===== src/rtl/mord_pkg.sv =====
package mord_pkg;
  typedef enum logic [1:0] {
    MT_NORMAL  = 2'b00,
    MT_DEV_NSH = 2'b01,
    MT_DEV_SH  = 2'b10,
    MT_STRONG  = 2'b11
  } mtype_e;

  // effective shareability: strongly-ordered is always shareable
  function automatic logic eff_share(logic [1:0] t, logic s);
    case (t)
      2'b00:   eff_share = s;
      2'b01:   eff_share = 1'b0;
      default: eff_share = 1'b1;
    endcase
  endfunction
endpackage


===== src/rtl/mord_wbuf.sv =====
module mord_wbuf #(
  parameter int DEPTH  = 4,
  parameter int ADDR_W = 32,
  parameter int DATA_W = 32
) (
  input  logic              clk,
  input  logic              rst_n,
  input  logic              push,
  input  logic [ADDR_W-1:0] push_addr,
  input  logic [DATA_W-1:0] push_data,
  input  logic [1:0]        push_type,
  input  logic              push_share,
  input  logic              pop,
  output logic              empty,
  output logic              full,
  output logic [ADDR_W-1:0] head_addr,
  output logic [DATA_W-1:0] head_data,
  output logic [1:0]        head_type,
  output logic              head_share,
  output logic [3:0]        type_seen
);
  localparam int PW = (DEPTH > 1) ? $clog2(DEPTH) : 1;
  localparam int CW = $clog2(DEPTH + 1);

  logic [PW-1:0]     wr_ptr, rd_ptr;
  logic [CW-1:0]     cnt;
  logic [DEPTH-1:0]  vld_q;
  logic [ADDR_W-1:0] addr_q  [DEPTH];
  logic [DATA_W-1:0] data_q  [DEPTH];
  logic [1:0]        type_q  [DEPTH];
  logic              share_q [DEPTH];

  function automatic logic [PW-1:0] nxt(logic [PW-1:0] p);
    nxt = (p == PW'(DEPTH - 1)) ? '0 : p + 1'b1;
  endfunction

  assign empty = (cnt == '0);
  assign full  = (cnt == CW'(DEPTH));

  always_ff @(posedge clk or negedge rst_n) begin
    if (!rst_n) begin
      wr_ptr <= '0;
      rd_ptr <= '0;
      cnt    <= '0;
    end else begin
      if (push) wr_ptr <= nxt(wr_ptr);
      if (pop)  rd_ptr <= nxt(rd_ptr);
      if (push && !pop)      cnt <= cnt + 1'b1;
      else if (pop && !push) cnt <= cnt - 1'b1;
    end
  end

  for (genvar e = 0; e < DEPTH; e++) begin : g_ent
    always_ff @(posedge clk or negedge rst_n) begin
      if (!rst_n) begin
        vld_q[e] <= 1'b0;
      end else if (push && wr_ptr == PW'(e)) begin
        vld_q[e] <= 1'b1;
      end else if (pop && rd_ptr == PW'(e)) begin
        vld_q[e] <= 1'b0;
      end
    end
    always_ff @(posedge clk) begin
      if (push && wr_ptr == PW'(e)) begin
        addr_q[e]  <= push_addr;
        data_q[e]  <= push_data;
        type_q[e]  <= push_type;
        share_q[e] <= push_share;
      end
    end
  end

  assign head_addr  = addr_q[rd_ptr];
  assign head_data  = data_q[rd_ptr];
  assign head_type  = type_q[rd_ptr];
  assign head_share = share_q[rd_ptr];

  always_comb begin
    type_seen = '0;
    for (int i = 0; i < DEPTH; i++)
      if (vld_q[i]) type_seen[type_q[i]] = 1'b1;
  end

  // no write enters a full buffer
  a_r2_no_overflow: assert property (@(posedge clk) disable iff (!rst_n)
    full |-> !push);
  // nothing leaves an empty buffer
  a_r2_no_underflow: assert property (@(posedge clk) disable iff (!rst_n)
    empty |-> !pop);
  // strongly-ordered never posted
  a_r3_so_not_posted: assert property (@(posedge clk) disable iff (!rst_n)
    push |-> (push_type != 2'b11));
  // occupancy bits agree with the count
  a_r2_count_match: assert property (@(posedge clk) disable iff (!rst_n)
    $countones(vld_q) == int'(cnt));
endmodule


===== src/rtl/mord_issue.sv =====
module mord_issue
  import mord_pkg::*;
(
  input  logic       clk,
  input  logic       rst_n,
  input  logic       req_valid,
  input  logic       req_write,
  input  logic       req_fetch,
  input  logic       req_xn,
  input  logic [1:0] req_mtype,
  input  logic       buf_empty,
  input  logic       buf_full,
  input  logic [3:0] type_seen,
  input  logic       bus_ready,
  output logic       req_ready,
  output logic       push,
  output logic       pop,
  output logic       pass_sel,
  output logic       bus_valid,
  output logic       xn_hit
);
  logic lock_q;
  logic is_strong, is_dev, conflict, postable;

  assign xn_hit    = req_valid && req_fetch && req_xn;
  assign is_strong = (req_mtype == MT_STRONG);
  assign is_dev    = (req_mtype == MT_DEV_NSH) || (req_mtype == MT_DEV_SH);
  assign conflict  = is_dev && type_seen[req_mtype];
  assign postable  = req_write && !is_strong;

  assign pass_sel  = req_valid && !xn_hit && !postable && !lock_q &&
                     (is_strong ? buf_empty : !conflict);
  assign bus_valid = pass_sel || !buf_empty;
  assign push      = req_valid && !xn_hit && postable && !buf_full;
  assign pop       = !pass_sel && !buf_empty && bus_ready;
  assign req_ready = xn_hit || (postable ? !buf_full : (pass_sel && bus_ready));

  // a stalled buffer head keeps the bus until it is taken
  always_ff @(posedge clk or negedge rst_n) begin
    if (!rst_n) lock_q <= 1'b0;
    else        lock_q <= !buf_empty && !pass_sel && !bus_ready;
  end

  // a stalled head is not displaced by a bypassing access
  a_r9_head_kept: assert property (@(posedge clk) disable iff (!rst_n)
    (bus_valid && !pass_sel && !bus_ready) |=> (bus_valid && !pass_sel));
  // device read never passes a buffered write of its own code
  a_r5_dev_blocked: assert property (@(posedge clk) disable iff (!rst_n)
    (pass_sel && is_dev) |-> !type_seen[req_mtype]);
endmodule


===== src/rtl/mord_order_buf.sv =====
module mord_order_buf
  import mord_pkg::*;
#(
  parameter int DEPTH  = 4,
  parameter int ADDR_W = 32,
  parameter int DATA_W = 32
) (
  input  logic              clk,
  input  logic              rst_n,
  input  logic              req_valid,
  output logic              req_ready,
  input  logic              req_write,
  input  logic              req_fetch,
  input  logic              req_xn,
  input  logic [1:0]        req_mtype,
  input  logic              req_share,
  input  logic [ADDR_W-1:0] req_addr,
  input  logic [DATA_W-1:0] req_wdata,
  output logic              bus_valid,
  input  logic              bus_ready,
  output logic              bus_write,
  output logic [1:0]        bus_mtype,
  output logic              bus_share,
  output logic [ADDR_W-1:0] bus_addr,
  output logic [DATA_W-1:0] bus_wdata,
  output logic              xn_fault
);
  logic              push, pop, pass_sel, xn_hit;
  logic              buf_empty, buf_full;
  logic [3:0]        type_seen;
  logic [ADDR_W-1:0] h_addr;
  logic [DATA_W-1:0] h_data;
  logic [1:0]        h_type;
  logic              h_share;
  logic              fault_q;

  mord_wbuf #(.DEPTH(DEPTH), .ADDR_W(ADDR_W), .DATA_W(DATA_W)) u_wbuf (
    .clk(clk), .rst_n(rst_n),
    .push(push), .push_addr(req_addr), .push_data(req_wdata),
    .push_type(req_mtype), .push_share(eff_share(req_mtype, req_share)),
    .pop(pop), .empty(buf_empty), .full(buf_full),
    .head_addr(h_addr), .head_data(h_data), .head_type(h_type),
    .head_share(h_share), .type_seen(type_seen)
  );

  mord_issue u_issue (
    .clk(clk), .rst_n(rst_n),
    .req_valid(req_valid), .req_write(req_write), .req_fetch(req_fetch),
    .req_xn(req_xn), .req_mtype(req_mtype),
    .buf_empty(buf_empty), .buf_full(buf_full), .type_seen(type_seen),
    .bus_ready(bus_ready), .req_ready(req_ready), .push(push), .pop(pop),
    .pass_sel(pass_sel), .bus_valid(bus_valid), .xn_hit(xn_hit)
  );

  always_comb begin
    if (pass_sel) begin
      bus_write = req_write;
      bus_mtype = req_mtype;
      bus_share = eff_share(req_mtype, req_share);
      bus_addr  = req_addr;
      bus_wdata = req_wdata;
    end else begin
      bus_write = 1'b1;
      bus_mtype = h_type;
      bus_share = h_share;
      bus_addr  = h_addr;
      bus_wdata = h_data;
    end
  end

  always_ff @(posedge clk or negedge rst_n) begin
    if (!rst_n) fault_q <= 1'b0;
    else        fault_q <= xn_hit;
  end
  assign xn_fault = fault_q;

  // strongly-ordered on the bus only with an empty buffer
  a_r3_so_after_drain: assert property (@(posedge clk) disable iff (!rst_n)
    (bus_valid && bus_mtype == 2'b11) |-> buf_empty);
  // fault pulse follows a faulting fetch
  a_r7_fault_cause: assert property (@(posedge clk) disable iff (!rst_n)
    xn_fault |-> $past(req_valid && req_fetch && req_xn));
  // faulting fetch consumed without a bus transaction
  a_r7_no_bus: assert property (@(posedge clk) disable iff (!rst_n)
    (req_valid && req_fetch && req_xn) |-> (req_ready && !pass_sel));
  // stalled transaction held on the bus
  a_r9_stable: assert property (@(posedge clk) disable iff (!rst_n)
    (bus_valid && !bus_ready) |=> (bus_valid && $stable(bus_addr) && $stable(bus_mtype)));
  // strongly-ordered always shareable
  a_r8_so_share: assert property (@(posedge clk) disable iff (!rst_n)
    (bus_valid && bus_mtype == 2'b11) |-> bus_share);
endmodule


===== config.mk =====
export PLATFORM = sky130hd
export DESIGN_NAME = mord_order_buf
export DESIGN_NICKNAME = d
export VERILOG_FILES = /design/src/rtl/mord_pkg.sv /design/src/rtl/mord_wbuf.sv /design/src/rtl/mord_issue.sv /design/src/rtl/mord_order_buf.sv
export SDC_FILE = /design/constraint.sdc
export NUM_CORES = 1
export LEC_CHECK = 0
export BUFFER_PORTS_ARGS = -buffer_cell sky130_fd_sc_hd__buf_2
export CAP_MARGIN = 15
export CORE_ASPECT_RATIO = 0.7
export CORE_MARGIN = 5
export CORE_UTILIZATION = 62
export CTS_CLUSTER_DIAMETER = 30
export CTS_CLUSTER_SIZE = 25
export DETAILED_ROUTE_END_ITERATION = 10
export PLACE_DENSITY = 0.95
export SKIP_CTS_REPAIR_TIMING = 1
export SLEW_MARGIN = 10
export SYNTH_ARGS = -nofsm -noshare
export SYNTH_HDL_FRONTEND = slang
export SYNTH_SLANG_ARGS = --single-unit

===== constraint.sdc =====
create_clock -name clk -period 6.25 [get_ports clk]
set_clock_uncertainty 0.05 [all_clocks]
set_input_delay 1.875 -clock clk [delete_from_list [all_inputs] [get_ports clk]]
set_output_delay 1.875 -clock clk [all_outputs]
set_load 0.05 [all_outputs]

# Word level (Yosys, flattened, before mapping)
# Memories as Yosys holds them, arrays and structs flattened.
# Index checks and enable logic that the tools add are counted.
# classes
addsub,4
n_lt_le_gt_ge,9
n_eq_ne,10
n_mux,78
bitwise_logic,3
reduce_logical,63
# ops
op,count
32-bit 2-to-1 mux,8
32-bit OR reduction,6
1-bit 2-to-1 mux,40
2-bit 2-to-1 mux,18
1-bit logical AND,28
4-bit 2-to-1 mux,4
"2-bit by 3-bit less-than comparator with 1-bit output, second input constant",5
"2-bit equality test, second input constant",6
4-bit bitwise OR,3
1-bit zero test,11
2-bit nonzero test,5
1-bit demux with 2-bit select,4
"2-bit by 1-bit >= comparator with 1-bit output, second input constant",4
"2-bit by 1-bit equality test with 1-bit output, second input constant",3
2-bit zero test,3
3-bit 2-to-1 mux,2
2-bit OR reduction,3
"2-bit by 1-bit adder with 2-bit output, second input constant",2
"3-bit by 1-bit adder with 3-bit output, second input constant",1
"3-bit equality test, second input constant",1
3-bit zero test,1
1-bit logical OR,3
1-bit OR reduction,3
"3-bit by 1-bit subtractor with 3-bit output, second input constant",1
other kinds (2),2
# totals
regBits,13
ram_bits,268
in_bits,74
out_inout_bits,71
memories,4
# memory_table
memory,words,word_bits,read_ports,rd_clocked_by_memory_dff,write_ports,line_no,text
u_wbuf.addr_q,4,32,1,0,1,mord_wbuf.sv:28,logic [ADDR_W-1:0] addr_q [DEPTH];
u_wbuf.data_q,4,32,1,0,1,mord_wbuf.sv:29,logic [DATA_W-1:0] data_q [DEPTH];
u_wbuf.type_q,4,2,5,0,1,mord_wbuf.sv:30,logic [1:0] type_q [DEPTH];
u_wbuf.share_q,4,1,1,0,1,mord_wbuf.sv:31,logic share_q [DEPTH];

# Logic depth before layout (Yosys ltp)
# Gate-level depths: netlist of run 1.
# logic_depth
word_depth,23
ltp_mapped,13
ltp_nobuf,13

# Hierarchy
# A second synthesis of run 1 with hierarchy kept.
# unflattened
cells_unflattened,532
area_unflattened_um2,11487.3
# by_module_without_submodules
module,instances,cells_each,area_each_um2,seq_area_each_um2
mord_wbuf,1,428,10410.0,8323.0
mord_order_buf,1,81,883.3,25.0
mord_issue,1,23,193.9,25.0

# Worst setup path before layout of run 1
# Ideal clock, no wire load.
# synth_timing
path_kind,input to output
startpoint,input port req_mtype[0]
endpoint,output port bus_wdata[14]
t_arrival_ps,3556
slack_ps,769
path_stages,7
cell_sequence,ha_1 -> or2b_2 -> o21ai_0 -> or3_1 -> a21oi_4 -> buf_6 -> mux2_1
# synth_via
elab_chain_cells,8
word_cells_on_any_way,16
classes_between,eq/ne: 3; mux: 4; reduce/logical: 9
# synth_lines
element,line_no,text
from (decl),mord_order_buf.sv:15,"input logic [1:0] req_mtype,"
branches (longest 6 deep; another with 1-bit binary-select mux with 2-bit select),--,
1-bit logical AND (*),mord_issue.sv:31,assign pass_sel = req_valid && !xn_hit && !postable && !lock_q &&
32-bit 2-to-1 mux (*),mord_order_buf.sv:56,if (pass_sel) begin
to (decl),mord_order_buf.sv:25,"output logic [DATA_W-1:0] bus_wdata,"
# Every way passes the cells marked *. The select of a mux whose other input is x is not followed.

# Final worst setup path of run 1
# layout_timing
startpoint,input port req_mtype[0]
endpoint,output port bus_addr[11]
# layout_via
elab_chain_cells,8
word_cells_on_any_way,16
classes_between,eq/ne: 3; mux: 4; reduce/logical: 9
# layout_lines
element,line_no,text
branches (longest 6 deep; another with 1-bit binary-select mux with 2-bit select),--,
1-bit logical AND (*),mord_issue.sv:31,
32-bit 2-to-1 mux (*),mord_order_buf.sv:56,
to (decl),mord_order_buf.sv:24,"output logic [ADDR_W-1:0] bus_addr,"
# Marked as above.

==> results of run 1 <==
## final timing paths
path | from | to | slack, ns | cells after the start
setup / recovery | req_mtype[0] | bus_addr[11] | 0.34 | 9
hold / removal | u_wbuf.cnt[2]$_DFFE_PN0P_ | u_wbuf.cnt[2]$_DFFE_PN0P_ | 0.52 | 1
setup reg to reg | u_wbuf.cnt[0]$_DFFE_PN0P_ | u_wbuf.cnt[2]$_DFFE_PN0P_ | 3.23 | 12
hold reg to reg | u_wbuf.cnt[2]$_DFFE_PN0P_ | u_wbuf.cnt[2]$_DFFE_PN0P_ | 0.52 | 1
max in group asynchronous | rst_n | u_wbuf.rd_ptr[0]$_DFFE_PN0P_ | 4.68 | 1
min in group asynchronous | rst_n | u_wbuf.cnt[0]$_DFFE_PN0P_ | 1.20 | 1
## stage by stage
step / std cells / utilization / hold WS [ns]
floorplan: 537 / - / 0.4645
global placement: 899 / 0.6917 / 0.4968
detailed placement: 899 / 0.6917 / 0.5108
CTS: 968 / 0.7620 / 0.5210
global route: 969 / 0.7635 / 0.5213
finish: 969 / 0.7635 / 0.5179
## layout make-up
type,instances,area (um2),area share
sequential,281,8378,0.6025
multi-input combinational,219,3084,0.2218
clock buffer,43,1001,0.07199
timing repair buffer,151,818.3,0.05885
tap,236,295.3,0.02124
clock inverter,26,279.0,0.02007
inverter,13,48.80,0.003509
## routing by layer
layer,global-route usage,routed length [um],vias to the layer above
met3,0.05036,1731,32
met5,0,7,-
met2,0.3561,11840,249
met4,0.04560,301,2
met1,0.2936,9215,3032
li1,-,-,2551
## sequential cells by signal, indices dropped and copies added, names as in the netlist
| signal | flops |
|---|---|
| u_wbuf.cnt | 3 |
| u_wbuf.data_q | 128 |
| u_wbuf.addr_q | 128 |
| u_wbuf.rd_ptr | 2 |
| u_wbuf.wr_ptr | 2 |
| u_issue.lock_q | 1 |
| u_wbuf.type_q | 8 |
| u_wbuf.share_q | 4 |
| u_wbuf.vld_q | 4 |
| xn_fault | 1 |
## cell families after synthesis
family | Yosys count | synth area share
buffers and inverters | 37 | 0.01655
flip-flops | 281 | 0.7193
AO/OA/AOI/OAI | 19 | 0.01344
multiplexers | 137 | 0.2103
XOR/XNOR | 3 | 0.002258
AND/OR/NAND/NOR | 47 | 0.02354
adder cells (fa/ha/maj) | 13 | 0.01462
## report_power, final
group	total [W]	switching [W]	internal, W
sequential	0.00237	0.000156	0.00222
combinational	0.00244	0.00150	0.000939
clock	0.00214	0.000803	0.00133
## critical path, delay by kind of cell
family,cells,cell delay (ns)
mux,1,0.39
buf+inv,3,0.70
compound gates,2,0.28
simple gates,2,0.52
fa+ha+maj,1,0.19
## cells in the mapped netlist (2+ instances only)
master / instances / area, um2
nand3_1: 6 / 30.03
mux2_4: 40 / 600.6
nand2_1: 9 / 33.78
and2_1: 4 / 25.02
nor2b_1: 6 / 37.54
ha_1: 12 / 150.1
mux2_1: 10 / 112.6
nor3_1: 2 / 10.01
buf_6: 7 / 78.83
o211ai_1: 2 / 15.01
edfxtp_1: 268 / 8048
nor2_1: 5 / 18.77
a2bb2oi_1: 4 / 35.03
clkbuf_1: 15 / 56.30
inv_1: 13 / 48.80
nand3b_1: 3 / 22.52
xor2_1: 2 / 17.52
nand2b_1: 2 / 12.51
mux4_2: 67 / 1509
o21ai_0: 4 / 20.02
dfrtp_1: 13 / 325.3
mux2_2: 20 / 225.2
## cells in the final DEF (no fill, tap or decap), drive strengths merged, types with 2 or more instances in the layout
cell type / Yosys / final
clkbuf: 15 / 43
clkinv: 0 / 12
mux4: 67 / 67
nor2b: 6 / 6
nor2: 5 / 5
a21oi: 2 / 2
xor2: 2 / 2
edfxtp: 268 / 268
clkinvlp: 0 / 5
mux2: 70 / 70
dfrtp: 13 / 13
buf: 9 / 151
nand2: 9 / 9
inv: 13 / 18
nor3: 4 / 4
nand3: 6 / 6
nand2b: 2 / 2
ha: 12 / 12
and2: 5 / 5
o21ai: 4 / 4
nand3b: 3 / 3
or2b: 2 / 2
a2bb2oi: 4 / 4
o211ai: 2 / 2
bufinv: 0 / 4
==> out/qor.yml, run 1 <==
worstSkewPairLatency_ns: 0.50
ir_drop_uv: 329.9
synth_seq_cells: 281
p_total_w: 0.006951
setup_ws_ns: 0.3402
rsz0062_at_grt: "no"
gp_congestion: 0.8528
clock.fmax_ghz: 0.1692
postSynthAreaPerCell_um2: 21.68
ys.warnings.count: 0
design.core.area_um2: 18210
critPathMaxStageDelay_ns: 0.40
grt_max_degree: 70
syn_to_final_growth_pct: 19.46
start_util: 0.6392
std_cell_rows: 41
cp-end-kind: "primary output"
antenna_cells: 0
place_area_um2: 12600
period_needed_ns: 5.910
cap_violations: 0
slowest_stage: "or3_1"
period_share: 0.9456
grt.total_usage: 0.2134
cts.sinks: 281
cts_buffer_depth: 3
numCtsBuffers: 38
tritoncts: "yes"
ys_types: 45
drc: 0
nNetsFinal: 791
grt_first_pass_wirelength_um: 36090
synth_edf_count: 268
ant_nets: 0
pre_cts_slack_ns: 0.3396
ios: 145
worst-endpoint-required_ns: 4.32
synth_cells: 537
ys.flop_type: "edfxtp_1"
drt_iter0_markers: 456
power.density_nw_per_um2: 499.9
status: "finished clean"
vias_per_cell: 6.054
start_kind: "input port"
setup_viol: 0
tightest_slew_ns: 1.040
syn_area_um2: 11640
firstDrtPassIters: 5
finalMaxSlewViolations: 0
path_clk_slew_ns: 0.05
cpMostUsedCell: "buf_2"
htreeDepth: 2
die_h_um: 124.6
finalWirelength_um: 23100
fp.dieArea_um2: 21660
dr_total_vias: 5866
synthArstFlopShare: 0.04626
port_buffers: 144
cp_max_fo: 41
die_w_um: 173.8
antenna_found_initial: 1
wl_per_cell_um: 23.83
arrival_ns: 3.98
min_path_type: "reg2reg"
seq_area_frac_synth: 0.7193
fill_cells: 971
drive_above_1_share: 0.4829
setup-tns-final_ns: 0
leakagePower_nw: 4.931
globalRouteOverflowTotal: 0
cp_cell_sequence: "buf_2, ha_1, or2b_2, o21ai_0, or3_1, a21oi_4, buf_12, mux2_2, buf_2"
finalHoldViolCount: 0
worstSetupPathType: "in2out"
grt_pass1_vias: 6335
post-route-cell-area_um2: 13900
dp.final_hpwl_um: 13250
syn_nets: 624
slew-limit-headroom: 0.3065
clock-root-buffer: "clkbuf_16"
(Power assumes the default switching activity.)
==> run 2: changes to the inputs <==
--- a/config.mk
+++ b/config.mk
@@ -9,11 +9,11 @@
 export CAP_MARGIN = 15
 export CORE_ASPECT_RATIO = 0.7
 export CORE_MARGIN = 5
-export CORE_UTILIZATION = 62
+export CORE_UTILIZATION = 50
 export CTS_CLUSTER_DIAMETER = 30
 export CTS_CLUSTER_SIZE = 25
 export DETAILED_ROUTE_END_ITERATION = 10
-export PLACE_DENSITY = 0.95
+export PLACE_DENSITY = 0.82
 export SKIP_CTS_REPAIR_TIMING = 1
 export SLEW_MARGIN = 10
 export SYNTH_ARGS = -nofsm -noshare
==> constraint.sdc (replaced) <==
create_clock -name clk -period 6.25 [get_ports clk]
set_clock_uncertainty 0.05 [all_clocks]
set_input_delay 0.3125 -clock clk [delete_from_list [all_inputs] [get_ports clk]]
set_output_delay 0.3125 -clock clk [all_outputs]
set_load 0.05 [all_outputs]
==> out/qor.yml, run 2 (synthesis gave the netlist of run 1 again) <==
status: "finished clean"
globalRouteOverflowTotal: 0
cp_cell_sequence: "nor3_4, o21ai_0, or3_1, a21oi_4, buf_4, mux2_2, buf_2"
firstDrtPassIters: 5
tritoncts: "yes"
finalMaxSlewViolations: 0
fill_cells: 1542
design.core.area_um2: 22790
ff2ff_setup_slack_ns: 3.34
ant_nets: 0
port_buffers: 144
cp-end-kind: "primary output"
syn_to_final_growth_pct: 24.80
cts.sinks: 281
path_delay_family: "buffers and inverters"
critPathMaxStageDelay_ns: 0.62
leakagePower_nw: 5.164
antenna_cells: 0
setup_viol: 0
gp_congestion: 0.7362
numCtsBuffers: 40
grt_max_degree: 72
path_clk_slew_ns: 0.06
worst-endpoint-required_ns: 5.89
hold_end: "u_wbuf.addr_q[0][9]$_DFFE_PP_"
die_h_um: 137.7
clock-root-buffer: "clkbuf_16"
vias_per_cell: 5.560
final_util: 0.6374
post-route-cell-area_um2: 14530
antenna_found_initial: 0
period_needed_ns: 3.885
min_path_type: "in2reg"
wl_per_cell_um: 21.19
worstReg2RegEnd: "u_wbuf.cnt[2]$_DFFE_PN0P_"
finalHoldViolCount: 0
dp.final_hpwl_um: 12780
grt_pass1_vias: 6351
worstSkewPairLatency_ns: 0.50
slowest_stage: "a21oi_4"
cts_buffer_depth: 3
dr_total_vias: 6077
reg2reg_from: "u_wbuf.cnt[0]$_DFFE_PN0P_"
finalWirelength_um: 23160
whs_ns: 0.002133
nNetsFinal: 840
crit_buf_inv: 2
cp_max_fo: 32
drt_iter0_markers: 374
place_area_um2: 12650
grt.total_usage: 0.1717
tightest_slew_ns: 1.105
grt_first_pass_wirelength_um: 34960
worstSetupPathType: "reg2out"
die_w_um: 192.4
whs_path_depth: 1
final_common_cell: "edfxtp_1"
clock.fmax_ghz: 0.2574
ir_drop_uv: 494.6
rsz0062_at_grt: "no"
ios: 145
htreeDepth: 2
std_cell_rows: 46
power.density_nw_per_um2: 486.2
start_kind: "register"
largest_registers: "u_wbuf.addr_q: 128 flops, u_wbuf.data_q: 128 flops, u_wbuf.type_q: 8 flops"
layout_common_cells: "edfxtp_1 (268), buf_2 (144), mux4_2 (67), dlygate4sd3_1 (51), clkbuf_16 (41)"
arrival_ns: 3.52
min_from: "req_addr[9]"
period_share: 0.6216
slew-limit-headroom: 0.2636
fp.dieArea_um2: 26480
rr_worst_depth: 12
drive_above_1_share: 0.4469
drc: 0
cap_violations: 0
start_util: 0.5107
setup-tns-final_ns: 0
[run 2: how the worst max path moves through the flow]
stage / depth (start not counted) / slack, ns / to / start
after floorplan: 6 / 2.82 / u_wbuf.addr_q[0][0]$_DFFE_PP_ / req_mtype[0]
after global placement: 9 / 2.80 / bus_wdata[8] / req_mtype[0]
after detailed placement: 9 / 2.74 / bus_wdata[10] / req_mtype[0]
after CTS: 7 / 2.34 / bus_wdata[10] / u_wbuf.cnt[0]$_DFFE_PN0P_
after global routing: 7 / 2.14 / bus_wdata[10] / u_wbuf.cnt[0]$_DFFE_PN0P_
final: 7 / 2.36 / bus_wdata[10] / u_wbuf.cnt[0]$_DFFE_PN0P_
[run 2: stage by stage]
stage / instances / worst slack [ns] / total power [W]
after floorplan: 537 / 2.823 / 0.004331
after global placement: 972 / 2.798 / 0.004782
after detailed placement: 972 / 2.744 / 0.004817
after CTS: 1042 / 2.338 / 0.007115
after global routing: 1093 / 2.140 / 0.007361
final: 1093 / 2.365 / 0.007063
[run 2: final cells by class]
class | count | area, um2 | share of cell area
clock buffer | 43 | 1033 | 0.07115
timing repair buffer | 198 | 1254 | 0.08630
clock inverter | 27 | 335.3 | 0.02308
sequential | 281 | 8381 | 0.5769
multi-input combinational | 219 | 3084 | 0.2123
inverter | 13 | 48.80 | 0.003359
tap | 312 | 390.4 | 0.02687
[run 2: power by group]
group	switching, W	internal [W]
registers	0.000231	0.00222
logic	0.00141	0.000933
clock network	0.000783	0.00149
[run 2: routing by layer]
metal | up-vias | part of all wire | track usage
li1 | 2659 | - | -
met1 | 3164 | 0.43 | 0.2344
met2 | 216 | 0.49 | 0.2808
met3 | 38 | 0.059 | 0.03597
met4 | 0 | 0.019 | 0.05622
met5 | - | 0 | 0
